--- src/rtl/adc_ser_pkg.sv ---
package adc_ser_pkg;

  localparam int unsigned SER_DATA_W = 14;
  localparam int unsigned SER_TRAIL  = 3;

  typedef enum logic {
    FR_IDLE  = 1'b0,
    FR_SHIFT = 1'b1
  } fr_state_e;

endpackage

--- src/rtl/adc_ser_edge.sv ---
module adc_ser_edge (
  input  logic clk,
  input  logic rst_n,
  input  logic cs_n,
  input  logic sclk,
  output logic cs_fall,
  output logic sclk_fall
);

  logic cs_q;
  logic sclk_q;

  always_ff @(posedge clk) begin
    if (!rst_n) begin
      cs_q   <= 1'b1;
      sclk_q <= 1'b0;
    end else begin
      cs_q   <= cs_n;
      sclk_q <= sclk;
    end
  end

  assign cs_fall   = cs_q & ~cs_n;
  assign sclk_fall = sclk_q & ~sclk;

endmodule

--- src/rtl/adc_ser_frame_ctl.sv ---
module adc_ser_frame_ctl
  import adc_ser_pkg::*;
#(
  parameter int unsigned DATA_W  = 14,
  parameter int unsigned POS_MAX = 36,
  parameter int unsigned POS_W   = 6
) (
  input  logic              clk,
  input  logic              rst_n,
  input  logic              cs_n,
  input  logic              cs_fall,
  input  logic              sclk_fall,
  input  logic [DATA_W-1:0] smp_a,
  input  logic [DATA_W-1:0] smp_b,
  output logic              frame_act,
  output logic [POS_W-1:0]  pos,
  output logic              conv_strobe,
  output logic [DATA_W-1:0] cap_a,
  output logic [DATA_W-1:0] cap_b
);

  localparam logic [POS_W-1:0] POS_LAST = POS_W'(POS_MAX);

  fr_state_e state_q;

  always_ff @(posedge clk) begin
    if (!rst_n) begin
      state_q     <= FR_IDLE;
      pos         <= '0;
      conv_strobe <= 1'b0;
      cap_a       <= '0;
      cap_b       <= '0;
    end else begin
      conv_strobe <= 1'b0;
      if (cs_fall) begin
        state_q     <= FR_SHIFT;
        pos         <= '0;
        cap_a       <= smp_a;
        cap_b       <= smp_b;
        conv_strobe <= 1'b1;
      end else if (cs_n) begin
        state_q <= FR_IDLE;
        pos     <= '0;
      end else if (state_q == FR_SHIFT && sclk_fall && pos != POS_LAST) begin
        pos <= pos + 1'b1;
      end
    end
  end

  assign frame_act = (state_q == FR_SHIFT);


  pos_step_chk: assert property (@(posedge clk) disable iff (!rst_n)
    (frame_act && !cs_n && !cs_fall && sclk_fall && pos != POS_LAST)
      |=> (pos == $past(pos) + 1'b1));


  pos_hold_chk: assert property (@(posedge clk) disable iff (!rst_n)
    (frame_act && !cs_n && !cs_fall && pos == POS_LAST) |=> (pos == POS_LAST));


  strobe_start_chk: assert property (@(posedge clk) disable iff (!rst_n)
    conv_strobe |-> (frame_act && pos == '0));


  strobe_pulse_chk: assert property (@(posedge clk) disable iff (!rst_n)
    conv_strobe |=> !conv_strobe);


  cap_stable_chk: assert property (@(posedge clk) disable iff (!rst_n)
    !cs_fall |=> ($stable(cap_a) && $stable(cap_b)));

endmodule

--- src/rtl/adc_ser_lane.sv ---
module adc_ser_lane #(
  parameter int unsigned DATA_W     = 14,
  parameter int unsigned WORD_SLOTS = 18,
  parameter int unsigned POS_W      = 6
) (
  input  logic              clk,
  input  logic              rst_n,
  input  logic              frame_act,
  input  logic [POS_W-1:0]  pos,
  input  logic [DATA_W-1:0] own_w,
  input  logic [DATA_W-1:0] other_w,
  output logic              sdo
);

  localparam int unsigned FRAME_SLOTS = 2 * WORD_SLOTS;

  // slot q of one word: guard zero, data MSB first, trailing zeros
  function automatic logic word_bit(input logic [DATA_W-1:0] w, input int q);
    logic [DATA_W-1:0] t;
    if (q >= 1 && q <= int'(DATA_W)) begin
      t = w << (q - 1);
      return t[DATA_W-1];
    end
    return 1'b0;
  endfunction

  function automatic logic slot_bit(input logic [DATA_W-1:0] a,
                                    input logic [DATA_W-1:0] b,
                                    input int p);
    if (p < int'(WORD_SLOTS))  return word_bit(a, p);
    if (p < int'(FRAME_SLOTS)) return word_bit(b, p - int'(WORD_SLOTS));
    return 1'b0;
  endfunction

  assign sdo = frame_act ? slot_bit(own_w, other_w, int'(pos)) : 1'b0;


  lead_zero_chk: assert property (@(posedge clk) disable iff (!rst_n)
    (frame_act && pos == '0) |-> !sdo);


  tail_zero_chk: assert property (@(posedge clk) disable iff (!rst_n)
    (frame_act && pos == POS_W'(WORD_SLOTS - 1)) |-> !sdo);

endmodule

--- src/rtl/adc_dual_serializer.sv ---
module adc_dual_serializer
  import adc_ser_pkg::*;
#(
  parameter int unsigned DATA_W = SER_DATA_W,
  parameter int unsigned TRAIL  = SER_TRAIL
) (
  input  logic              clk,
  input  logic              rst_n,
  input  logic              cs_n,
  input  logic              sclk,
  input  logic [DATA_W-1:0] sample_a,
  input  logic [DATA_W-1:0] sample_b,
  output logic              sdo_a,
  output logic              sdo_b,
  output logic              sdo_oe,
  output logic              conv_strobe
);

  localparam int unsigned WORD_SLOTS = 1 + DATA_W + TRAIL;
  localparam int unsigned POS_MAX    = 2 * WORD_SLOTS;
  localparam int unsigned POS_W      = $clog2(POS_MAX + 1);
  localparam int unsigned LANES      = 2;

  logic              cs_fall_w;
  logic              sclk_fall_w;
  logic              frame_act_w;
  logic [POS_W-1:0]  pos_w;
  logic [DATA_W-1:0] cap_w [LANES];
  logic [LANES-1:0]  sdo_w;

  adc_ser_edge u_edge (
    .clk       (clk),
    .rst_n     (rst_n),
    .cs_n      (cs_n),
    .sclk      (sclk),
    .cs_fall   (cs_fall_w),
    .sclk_fall (sclk_fall_w)
  );

  adc_ser_frame_ctl #(
    .DATA_W  (DATA_W),
    .POS_MAX (POS_MAX),
    .POS_W   (POS_W)
  ) u_ctl (
    .clk         (clk),
    .rst_n       (rst_n),
    .cs_n        (cs_n),
    .cs_fall     (cs_fall_w),
    .sclk_fall   (sclk_fall_w),
    .smp_a       (sample_a),
    .smp_b       (sample_b),
    .frame_act   (frame_act_w),
    .pos         (pos_w),
    .conv_strobe (conv_strobe),
    .cap_a       (cap_w[0]),
    .cap_b       (cap_w[1])
  );

  for (genvar g = 0; g < LANES; g++) begin : g_lane
    adc_ser_lane #(
      .DATA_W     (DATA_W),
      .WORD_SLOTS (WORD_SLOTS),
      .POS_W      (POS_W)
    ) u_lane (
      .clk       (clk),
      .rst_n     (rst_n),
      .frame_act (frame_act_w),
      .pos       (pos_w),
      .own_w     (cap_w[g]),
      .other_w   (cap_w[LANES-1-g]),
      .sdo       (sdo_w[g])
    );
  end

  assign sdo_a  = sdo_w[0];
  assign sdo_b  = sdo_w[1];
  assign sdo_oe = frame_act_w;


  idle_level_chk: assert property (@(posedge clk) disable iff (!rst_n)
    cs_n |=> (!sdo_oe && !sdo_a && !sdo_b));


  start_wins_chk: assert property (@(posedge clk) disable iff (!rst_n)
    (cs_fall_w && sclk_fall_w) |=> (pos_w == '0));


  oe_rise_chk: assert property (@(posedge clk) disable iff (!rst_n)
    $rose(sdo_oe) |-> conv_strobe);

endmodule

--- config.mk ---
export PLATFORM = sky130hd
export DESIGN_NAME = adc_dual_serializer
export DESIGN_NICKNAME = d
export VERILOG_FILES = /design/src/rtl/adc_ser_pkg.sv /design/src/rtl/adc_ser_edge.sv /design/src/rtl/adc_ser_frame_ctl.sv /design/src/rtl/adc_ser_lane.sv /design/src/rtl/adc_dual_serializer.sv
export SDC_FILE = /design/constraint.sdc
export NUM_CORES = 1
export LEC_CHECK = 0
export CORE_ASPECT_RATIO = 2
export CORE_MARGIN = 2
export CORE_UTILIZATION = 25
export CTS_CLUSTER_DIAMETER = 120
export DETAILED_ROUTE_END_ITERATION = 16
export PLACE_DENSITY = 0.56
export SLEW_MARGIN = 20
export SYNTH_ARGS = -nofsm -noshare
export SYNTH_HDL_FRONTEND = slang
export SYNTH_SLANG_ARGS = --single-unit
--- constraint.sdc ---
create_clock -name clk -period 3.4 [get_ports clk]
set_clock_uncertainty 0.15 [all_clocks]
set_input_delay 0.51 -clock clk [delete_from_list [all_inputs] [get_ports clk]]
set_output_delay 0.51 -clock clk [all_outputs]
set_load 0.01 [all_outputs]
* Yosys cells after proc, flatten, opt, wreduce, memory -nomap -nowiden
Cells that the tools add are included.
** Cells by class
- Add/subtract/negate cells :: 4
- Multiply operators :: 0
- Div/mod/pow operators :: 0
- Order comparisons :: 6
- Eq/ne operators :: 1
- Shift-type cells :: 4
- Muxes and demuxes :: 29
- Bitwise operators :: 5
- Reductions and logical operators :: 6
** Operators by type and width (number)
- 14-bit by 32-bit << shifter with 14-bit output :: 4
- 32-bit by 2-bit greater-or-equal comparator with 1-bit output (second input constant) :: 1
- 32-bit by 5-bit <= comparator with 1-bit output (second input constant) :: 1
- 32-bit by 2-bit subtractor with 32-bit output (second input constant) :: 1
- 1-bit 2-to-1 mux :: 29
- 6-bit by 1-bit subtractor with 7-bit output (second input constant) :: 1
- 6-bit by 5-bit subtractor with 7-bit output (second input constant) :: 1
- 6-bit by 1-bit adder with 6-bit output (second input constant) :: 1
- 6-bit by 1-bit greater-or-equal comparator with 1-bit output (second input constant) :: 1
- 6-bit by 4-bit <= comparator with 1-bit output (second input constant) :: 1
- 6-bit by 5-bit less-than comparator with 1-bit output (second input constant) :: 1
- 6-bit less-than comparator (second input constant) :: 1
- 6-bit inequality test (second input constant) :: 1
- 1-bit logical AND :: 4
- 1-bit inverter :: 3
- 3-bit OR reduction :: 1
- 1-bit bitwise AND :: 2
- 2-bit nonzero test :: 1
** Storage, ports and cells
- Register bits :: 38
- Bits in latches :: 0
- Memory bits (writable) :: 0
- ROM bits :: 0
- Input bits :: 32
- Output and inout bits :: 4
- Word-level logic and storage cells :: 62
- Memories kept :: 0

* Depth between registers and ports, before layout
Gate-level depths: netlist of the first run.
- Depth after elaboration :: 11
- Gate-level depth with buffers :: 15
- Gate-level depth less buffers :: 12

* Cells and area by module
From an unflattened synthesis of the first run, not the netlist that was laid out.
** Unflattened totals
- Cell total of the unflattened synthesis :: 266
- Area total of the unflattened synthesis :: 2561.2 sq um
** Modules (own cells, without submodules)
- adc_ser_frame_ctl :: instances 1, cells an instance 136, area each 1461.4 sq um, sequential area each 720.7 sq um
- adc_ser_lane :: instances 2, cells an instance 62, area each 515.5 sq um, sequential area each 0.0 sq um
- adc_ser_edge :: instances 1, cells an instance 6, area each 68.8 sq um, sequential area each 40.0 sq um

* Worst setup path after synthesis of the first run
No wires, ideal clock.
- Path kind :: reg2out
- Start point :: register u_ctl.pos[1]
- End point :: output sdo_a
- Arrival :: 2.873 ns
- Data required time :: 2.740 ns
- Slack :: -0.133 ns
- Cell stages (with the launch flop) :: 14
- Buffers on the path :: 2
- Cells stage by stage :: dfxtp_1 inv_1 ha_1 buf_4 xnor2_2 buf_2 and3_1 nand2_1 ha_1 nor4b_1 nand2_1 nor4_1 and3_2 a31o_1
** On the way
- Word-level cells in the longest chain between the ends :: 11
- Elaborated cells on any way between the ends :: 30
- Classes of those cells :: 3 x add/sub; 6 x order compare; 2 x shift; 17 x mux; 2 x reduce/logical
** RTL lines
- start, declared :: RTL line adc_ser_frame_ctl.sv:16 : output logic [POS_W-1:0] pos,
- start signal, assigned :: RTL line adc_ser_frame_ctl.sv:45 : pos <= pos + 1'b1;
- parallel branches: the longest is 9 deep, another holds 32-bit by 2-bit subtractor with 32-bit output
- 1-bit 2-to-1 mux * :: RTL line adc_ser_lane.sv:31 : if (p < int'(FRAME_SLOTS)) return word_bit(b, p - int'(WORD_SLOTS));
- 1-bit 2-to-1 mux * :: RTL line adc_ser_lane.sv:35 : assign sdo = frame_act ? slot_bit(own_w, other_w, int'(pos)) : 1'b0;
- end, declared :: RTL line adc_dual_serializer.sv:13 : output logic sdo_a,
Every way passes the cells marked *. The select of a mux whose other input is x is not followed.

* Final worst setup path of the first run
- Start point :: register u_ctl.pos[2]
- End point :: output sdo_a
The elaborated chain is that of the path after synthesis.

==> flow_summary_export.csv, run 1 <==
group,metric,value,unit
floorplan,io_pins,36,
floorplan,design.core.area,10000,um2
global_routing,antenna_found_initial,0,
final_layout,n_fill_cell,1048,
synthesis,syn_nets,337,
final_layout,area_growth,49.6,%
floorplan,die_y,147,um
critical_path,crit_fanout,4,
global_routing,grt_pass1_wl,11900,um
synthesis,synth_edf_count,0,
synthesis,synth_seq_cells,38,
run,drv_cap,0,
worst_hold_path,holdPathStages,2,
sta,fin_crit_sh,1.05,
place,place.gp.congestion,0.944,
sta,slew_headroom,0.736,
place,placed_area,3260,um2
critical_path,rr_endpoint,"u_ctl.pos[4]",
detailed_routing,num_vias,2362,
clock_network,cts_buffer_depth,2,
worst_hold_path,hp-start,"u_ctl.cap_b[11]",
final_layout,nNetsFinal,413,
worst_hold_path,hold_path_class,"flip-flop to flip-flop",
pwr,ir_worst_vdd,0.000286,V
detailed_routing,wl_per_cell,14.9,um
place,portBuffers,35,
critical_path,reg2reg_setup_slack,1680,ps
global_routing,grt_overflow,0,
synthesis,async_flop_share,0,
clock_network,cts_buffers,5,
floorplan,start_util,0.253,
clock_network,clockRootBuffer,"clkbuf_16",
clock_network,clkLatencyLatePin,280,ps
critical_path,cp.arrival,2910,ps
sta,hold_slack,314,ps
detailed_routing,wirelength,7420,um
detailed_routing,viasPerCell,4.74,
pwr,power.leakage,1.52,nW
status,status,"finished, violations left",
critical_path,worst_r2r_path_depth,6,
critical_path,reg2reg_from,"u_ctl.pos[0]",
synthesis,syn-cell-area,2540,um2
clock_network,hold_buffers,0,
floorplan,rows,52,
synthesis,ys_seq_area_frac,0.300,
synthesis,ys.flop_type,"dfxtp_1",
synthesis,syn_inst,286,
pwr,power.total,1.21,mW
sta,max_freq,0.280,GHz
sta,setup_violations,2,
pwr,p_per_area,319,nW/um2
critical_path,cp.required,2740,ps
sta,drv_slew,0,
detailed_routing,first_pass_iters,4,
synthesis,avgSynthCellArea,8.88,um2
detailed_routing,drt-initial-drc-count,66,
sta,period_needed,3570,ps
sta,postLayoutSetupSlackWorst,-174,ps
place,dpl.hpwl,5510,um
critical_path,start_kind,"flip-flop",
final_layout,drive_gt1_frac,0.298,
worst_hold_path,holdPathEnd,"u_ctl.cap_b[11]",
place,place_ws,-458,ps
global_routing,grt_max_degree,31,
final_layout,diodes,0,
detailed_routing,antenna_left,0,
status,violations,"negative setup slack",
global_routing,grtUsageTotal,0.143,
floorplan,die_area,11000,um2
floorplan,die_w,75.3,um
sta,finalHoldViolations,0,
synthesis,ys_types,54,
detailed_routing,drc,0,
sta,worstMarginPinSlew,394,ps
global_routing,grt_pass1_vias,2499,
clock_network,clkTransAtPathRegs,60,ps
critical_path,worst_setup_path_end_kind,"output port",
final_layout,fin_area,3800,um2
clock_network,cts_tree,"yes",
sta,grt_setup_unrepaired,"true",
clock_network,cts_max_level,2,
critical_path,crit_type,"flip-flop to output port",
synthesis,ys_warn_count,0,
final_layout,mostFrequentLayoutCell,"nand2_1",
final_layout,final_cell_mix,"nand2_1, buf_4, dfxtp_1, clkdlybuf4s50_1, a21boi_0",
clock_network,clock_sinks,38,
synth_stat cells, types with 3 or more instances:
master,number,area share
a21boi_0,28,0.083
a21oi_1,5,0.0099
buf_6,3,0.013
clkbuf_1,8,0.012
dfxtp_1,38,0.30
ha_1,19,0.094
inv_1,6,0.0089
mux2i_1,12,0.047
mux4_2,6,0.053
nand2_1,70,0.10
nand2b_1,4,0.0099
nand3_1,8,0.016
nor2_1,20,0.030
nor4b_1,4,0.014
o21ai_0,3,0.0059
xnor2_1,4,0.014
worst max path at each step:
stage	to	depth (start not counted)	start
2_1_floorplan	sdo_a	14	u_ctl.pos[2]
3_3_place_gp	sdo_a	12	u_ctl.pos[2]
3_5_place_dp	sdo_b	12	u_ctl.pos[2]
4_1_cts	sdo_b	13	u_ctl.pos[2]
5_1_grt	sdo_b	14	u_ctl.pos[2]
6_report	sdo_a	13	u_ctl.pos[2]
state kept, by name, indices dropped and copies added, names as in the netlist:
| register | flops |
|---|---|
| u_edge.sclk_q | 1 |
| u_ctl.pos | 6 |
| u_ctl.frame_act | 1 |
| u_ctl.cap_a | 14 |
| u_edge.cs_q | 1 |
| u_ctl.cap_b | 14 |
| u_ctl.conv_strobe | 1 |
cell type report:
type / instances / area (um2) / area share
clock buffer: 6 / 139 / 0.0366
timing repair buffer: 83 / 728 / 0.192
tap: 135 / 169 / 0.0445
sequential: 38 / 766 / 0.202
inverter: 7 / 28.8 / 0.00758
multi-input combinational: 227 / 1910 / 0.502
clock inverter: 2 / 60.1 / 0.0158
cells by family after synthesis:
kind of cell    share of synthesized area
compound gates                      0.163
xor+xnor                           0.0463
fa+ha+maj                          0.0936
buf+inv                            0.0513
flops                               0.300
mux                                 0.136
simple gates                        0.210
layer usage:
layer	wire [um]	vias to the layer above	global-route usage
met3	182	24	0.0138
li1	-	1154	-
met2	4340	67	0.277
met1	2470	1117	0.129
met4	435	0	0.0965
met5	0	-	0
metrics by stage:
stage,setup TNS [ps],utilization,std cells
final,-336,0.379,498
after global placement,-767,0.326,479
after floorplan,0,-,286
after detailed placement,-912,0.326,479
after CTS,-223,0.369,498
after global routing,-597,0.379,498
critical path: stages (launching register included):
cell and delay, ps:
dfxtp_2 340, buf_6 120, nor2_4 120, mux2i_2 260, a32o_2 310, buf_12 140, nand3_2 80, ha_4 260
nor4bb_4 270, nand2_1 90, nor4_1 140, and3_2 230, a31o_1 150, buf_2 130
what timing repair did:
action	4_1_cts	5_1_grt
gates cloned	2	0
setup buffers	9	1
pin swaps	17	6
gates resized for setup	39	13
endpoints found under the setup margin	2	2
power by group:
group	switching (mW)	leakage [nW]	total (mW)	internal [mW]
registers	0.0167	0.313	0.483	0.466
logic	0.0434	1.11	0.107	0.0635
clock network	0.181	0.0971	0.622	0.440
(Power assumes the default switching activity.)
==> inputs of run 2 (changes only) <==
--- a/config.mk
+++ b/config.mk
@@ -8,7 +8,9 @@
 export CORE_ASPECT_RATIO = 2
 export CORE_MARGIN = 2
 export CORE_UTILIZATION = 25
+export CTS_BUF_LIST = sky130_fd_sc_hd__clkbuf_4
 export CTS_CLUSTER_DIAMETER = 120
+export CTS_CLUSTER_SIZE = 25
 export DETAILED_ROUTE_END_ITERATION = 16
 export PLACE_DENSITY = 0.56
 export SLEW_MARGIN = 20
==> flow_summary_export.csv, run 2 (synthesis results as in run 1) <==
group,metric,value,unit
sta,postLayoutSetupSlackWorst,-230,ps
critical_path,slowest_delay,360,ps
sta,finalHoldViolations,0,
clock_network,cts_buffer_depth,2,
critical_path,crit_fanout,4,
status,status,"finished, violations left",
critical_path,start_kind,"flip-flop",
floorplan,design.core.area,10000,um2
worst_hold_path,hold_path_class,"flip-flop to flip-flop",
critical_path,reg2reg_from,"u_ctl.pos[0]",
pwr,ir_worst_vdd,0.000244,V
critical_path,path_delay_family,"simple AND/OR/NAND/NOR gates",
pwr,p_per_area,268,nW/um2
floorplan,die_w,75.3,um
clock_network,clkTransAtPathRegs,120,ps
critical_path,reg2reg_setup_slack,1670,ps
final_layout,utilization,0.362,
floorplan,die_y,147,um
place,portBuffers,35,
floorplan,start_util,0.253,
critical_path,crit_path_frequent_cell,"buf_6",
sta,slew_headroom,0.753,
clock_network,cts_max_level,2,
detailed_routing,viasPerCell,4.62,
global_routing,grt_pass1_vias,2426,
clock_network,clock_sinks,38,
status,violations,"negative setup slack",
sta,drv_slew,0,
detailed_routing,antenna_left,0,
place,dpl.hpwl,5510,um
floorplan,die_area,11000,um2
global_routing,grt_overflow,0,
detailed_routing,first_pass_iters,4,
clock_network,cts_buffers,5,
final_layout,drive_gt1_frac,0.279,
final_layout,n_fill_cell,1076,
worst_hold_path,holdPathStages,2,
final_layout,area_growth,42.8,%
detailed_routing,wl_per_cell,14.6,um
critical_path,crit_type,"flip-flop to output port",
pwr,power.total,0.970,mW
critical_path,worstPathCellList,"buf_6 > nor2_4 > mux2i_4 > a32o_2 > buf_6 > nand3_2 > ha_4 > nor4bb_2 > nand2_1 > nor4_1 > and3_2 > a22o_1 > buf_2",
detailed_routing,drt-initial-drc-count,63,
pwr,power.leakage,1.39,nW
detailed_routing,drc,0,
sta,grt_setup_unrepaired,"true",
global_routing,grt_pass1_wl,11600,um
floorplan,rows,52,
clock_network,clockRootBuffer,"clkbuf_4",
sta,period_needed,3630,ps
floorplan,io_pins,36,
run,drv_cap,0,
sta,setup_violations,2,
final_layout,nNetsFinal,409,
critical_path,worst_setup_path_end_kind,"output port",
critical_path,worst_r2r_path_depth,6,
sta,max_freq,0.276,GHz
clock_network,clkLatencyLatePin,360,ps
worst_hold_path,hp-start,"u_ctl.cap_b[7]",
critical_path,cp.arrival,2970,ps
global_routing,grtUsageTotal,0.139,
final_layout,final_cell_mix,"nand2_1, buf_4, dfxtp_1, clkdlybuf4s50_1, a21boi_0",
global_routing,antenna_found_initial,1,
worst_hold_path,holdPathEnd,"u_ctl.cap_b[7]",
critical_path,slowest_stage,"dfxtp_2",
final_layout,largestRegisters,"u_ctl.cap_a x14, u_ctl.cap_b x14, u_ctl.pos x6",
sta,hold_slack,320,ps
detailed_routing,wirelength,7220,um
global_routing,grt_max_degree,31,
critical_path,path_buf_inv,3,
sta,worstMarginPinSlew,361,ps
place,place.gp.congestion,0.944,
final_layout,mostFrequentLayoutCell,"nand2_1",
critical_path,rr_endpoint,"u_ctl.pos[4]",
sta,fin_crit_sh,1.07,
critical_path,cp.required,2740,ps
detailed_routing,num_vias,2289,
clock_network,cts_tree,"yes",
run 2: worst max-delay path by stage:
| stage | start | endpoint | slack (ps) | cells after the start |
|---|---|---|---|---|
| 3_5_place_dp | u_ctl.pos[2] | sdo_b | -460 | 12 |
| 5_1_grt | u_ctl.pos[2] | sdo_b | -390 | 13 |
| 2_1_floorplan | u_ctl.pos[2] | sdo_a | 1 | 14 |
| 6_report | u_ctl.pos[2] | sdo_b | -230 | 13 |
| 4_1_cts | u_ctl.pos[1] | sdo_a | -210 | 14 |
| 3_3_place_gp | u_ctl.pos[2] | sdo_a | -390 | 12 |
run 2: layout make-up:
class	count	area, um2	area share
diodes	1	2.50	0.000690
clock buffers	5	37.5	0.0104
clock inverters	3	63.8	0.0176
inverters	7	28.8	0.00794
multi-input cells	226	1870	0.514
flip-flops and latches	38	766	0.211
well taps	135	169	0.0466
repair buffers	80	693	0.191
run 2: stage by stage:
stage               area (um2)  worst slack, ps  setup TNS, ps  std cells
finish                    3630             -230           -458        495
global placement          3260             -389           -767        479
floorplan                 2560             1.46              0        286
global route              3630             -395           -777        495
CTS                       3560             -208           -414        493
detailed placement        3260             -458           -912        479
run 2: repair_timing:
action                     CTS  global route
gates cloned                 1             0
gates resized for setup     41             7
setup endpoints to repair    2             2
hold buffers                 0             0
buffers inserted             5             1
pin swaps                    9             4
hold endpoints to repair     0             0
run 2: worst reg2reg max path, cell delays in order (launching register included):
cell and delay, ps:
dfxtp_1 370, buf_4 140, buf_4 190, ha_1 260, nand3_1 110, or3_1 310
a21oi_1 150
run 2: report_power, final:
part / switching [mW] / total, mW / internal, mW
clock: 0.155 / 0.381 / 0.227
sequential: 0.0168 / 0.482 / 0.465
combinational: 0.0432 / 0.107 / 0.0636
total: 0.215 / 0.970 / 0.756
run 2: metal layers:
| metal | vias to the layer above | routed length [um] | GRT usage |
|---|---|---|---|
| met5 | - | 0 | 0 |
| met4 | 0 | 294 | 0.0781 |
| met3 | 17 | 131 | 0.0145 |
| met2 | 42 | 4340 | 0.274 |
| met1 | 1082 | 2450 | 0.126 |
| li1 | 1148 | - | - |
==> inputs of run 3 (changes only) <==
--- a/config.mk
+++ b/config.mk
@@ -6,7 +6,6 @@
 export NUM_CORES = 1
 export LEC_CHECK = 0
 export CORE_ASPECT_RATIO = 2
-export CORE_MARGIN = 2
 export CORE_UTILIZATION = 25
 export CTS_BUF_LIST = sky130_fd_sc_hd__clkbuf_4
 export CTS_CLUSTER_DIAMETER = 120
==> flow_summary_export.csv, run 3 (synthesis results as in run 1) <==
group,metric,value,unit
detailed_routing,antenna_left,0,
global_routing,grt_overflow,0,
status,status,"finished, violations left",
final_layout,drive_gt1_frac,0.290,
place,dpl.hpwl,5430,um
status,violations,"negative setup slack",
detailed_routing,wl_per_cell,14.1,um
floorplan,start_util,0.258,
global_routing,grt_max_degree,28,
pwr,power.leakage,1.43,nW
critical_path,reg2reg_from,"u_ctl.pos[1]",
final_layout,final_cell_mix,"nand2_1, buf_4, dfxtp_1, clkdlybuf4s50_1, a21boi_0",
detailed_routing,wl_met3,125,um
sta,fin_crit_sh,1.08,
detailed_routing,wl_met2,4290,um
floorplan,die_w,73.3,um
clock_network,clkLatencyLatePin,360,ps
final_layout,largestRegisters,"u_ctl.cap_a x14, u_ctl.cap_b x14, u_ctl.pos x6",
final_layout,nNetsFinal,416,
final_layout,utilization,0.369,
floorplan,die_y,145,um
final_layout,area_growth,42.8,%
floorplan,io_pins,36,
clock_network,cts_tree,"yes",
detailed_routing,drt-met1-wl,2380,um
final_layout,mostFrequentLayoutCell,"nand2_1",
clock_network,clkTransAtPathRegs,120,ps
detailed_routing,drc,0,
floorplan,die_area,10600,um2
final_layout,multi_input_area,1860,um2
sta,postLayoutSetupSlackWorst,-256,ps
critical_path,cp.required,2740,ps
place,dp.cells,476,
sta,max_freq,0.274,GHz
detailed_routing,wirelength,7040,um
critical_path,worst_r2r_path_depth,7,
floorplan,design.core.area,9830,um2
worst_hold_path,holdPathStages,2,
clock_network,cts_buffer_depth,2,
detailed_routing,viasPerCell,4.65,
final_layout,fin_cells,499,
sta,finalHoldViolations,0,
sta,drv_slew,0,
critical_path,crit_start,"u_ctl.pos[2]",
detailed_routing,num_vias,2318,
sta,slew_headroom,0.556,
sta,worstMarginPinSlew,664,ps
final_layout,n_fill_cell,1054,
final_layout,seqCellArea,766,um2
final_layout,fin_area,3630,um2
critical_path,start_kind,"flip-flop",
critical_path,cp.arrival,3000,ps
critical_path,worst_setup_path_end_kind,"output port",
sta,hold_slack,319,ps
worst_hold_path,hp-start,"u_ctl.cap_b[3]",
place,placed_area,3260,um2
critical_path,crit_fanout,6,
place,place.gp.congestion,0.889,
critical_path,reg2reg_setup_slack,1730,ps
worst_hold_path,holdPathEnd,"u_ctl.cap_b[3]",
floorplan,rows,51,
detailed_routing,drt-initial-drc-count,61,
pwr,ir_worst_vdd,0.000231,V
pwr,p_per_area,228,nW/um2
detailed_routing,first_pass_iters,4,
sta,tns,-496,ps
run,drv_cap,0,
clock_network,cts_buffers,5,
detailed_routing,routed.top_layer,"met4",
sta,grt_setup_unrepaired,"true",
place,portBuffers,35,
place,place_ws,-383,ps
worst_hold_path,hold_path_class,"flip-flop to flip-flop",
global_routing,antenna_found_initial,1,
critical_path,crit_type,"flip-flop to output port",
global_routing,grtUsageTotal,0.141,
global_routing,grt_pass1_wl,11300,um
global_routing,grt_pass1_vias,2399,
clock_network,clock_sinks,38,
clock_network,cts_max_level,2,
sta,setup_violations,2,
critical_path,rr_endpoint,"u_ctl.pos[2]",
sta,period_needed,3660,ps
clock_network,clockRootBuffer,"clkbuf_4",
pwr,power.total,0.827,mW
[run 3: what timing repair did]
item / CTS / global route
hold buffers: 0 / 0
gates resized for setup: 40 / 8
endpoints found under the setup margin: 2 / 2
buffers inserted: 7 / 6
pin swaps: 16 / 16
hold endpoints to repair: 0 / 0
gates cloned: 1 / 0
[run 3: power breakdown]
part,internal [mW],switching (mW)
clock network,0.0857,0.153
logic,0.0637,0.0429
registers,0.465,0.0159
[run 3: area by class of cell]
type / instances / share of cell area
clock inverter: 2 / 0.00242
tap: 132 / 0.0455
antenna: 1 / 0.000690
sequential: 38 / 0.211
multi-input combinational: 226 / 0.513
inverter: 7 / 0.00794
timing repair buffer: 87 / 0.207
clock buffer: 6 / 0.0124
[run 3: metal layers]
layer,global-route usage,vias to the layer above
li1,-,1161
met4,0.0815,0
met3,0.0125,15
met1,0.124,1103
met5,0,-
met2,0.292,39
[run 3: worst max-delay path by stage]
stage | to | slack [ps] | cells past startpoint
floorplan | sdo_a | 1 | 14
global placement | sdo_a | -350 | 12
detailed placement | sdo_b | -380 | 12
CTS | sdo_b | -190 | 13
global route | sdo_b | -420 | 13
finish | sdo_b | -260 | 12
[run 3: critical path, stage by stage (launching register included)]
cell and delay [ps]:
dfxtp_2 370, inv_2 60, buf_4 160, ha_1 220, a21boi_4 310, nand3_1 120, ha_1 300, nor4b_2 260
nand2_1 70, nor4_1 230, and3_2 230, a22o_1 160, buf_2 140
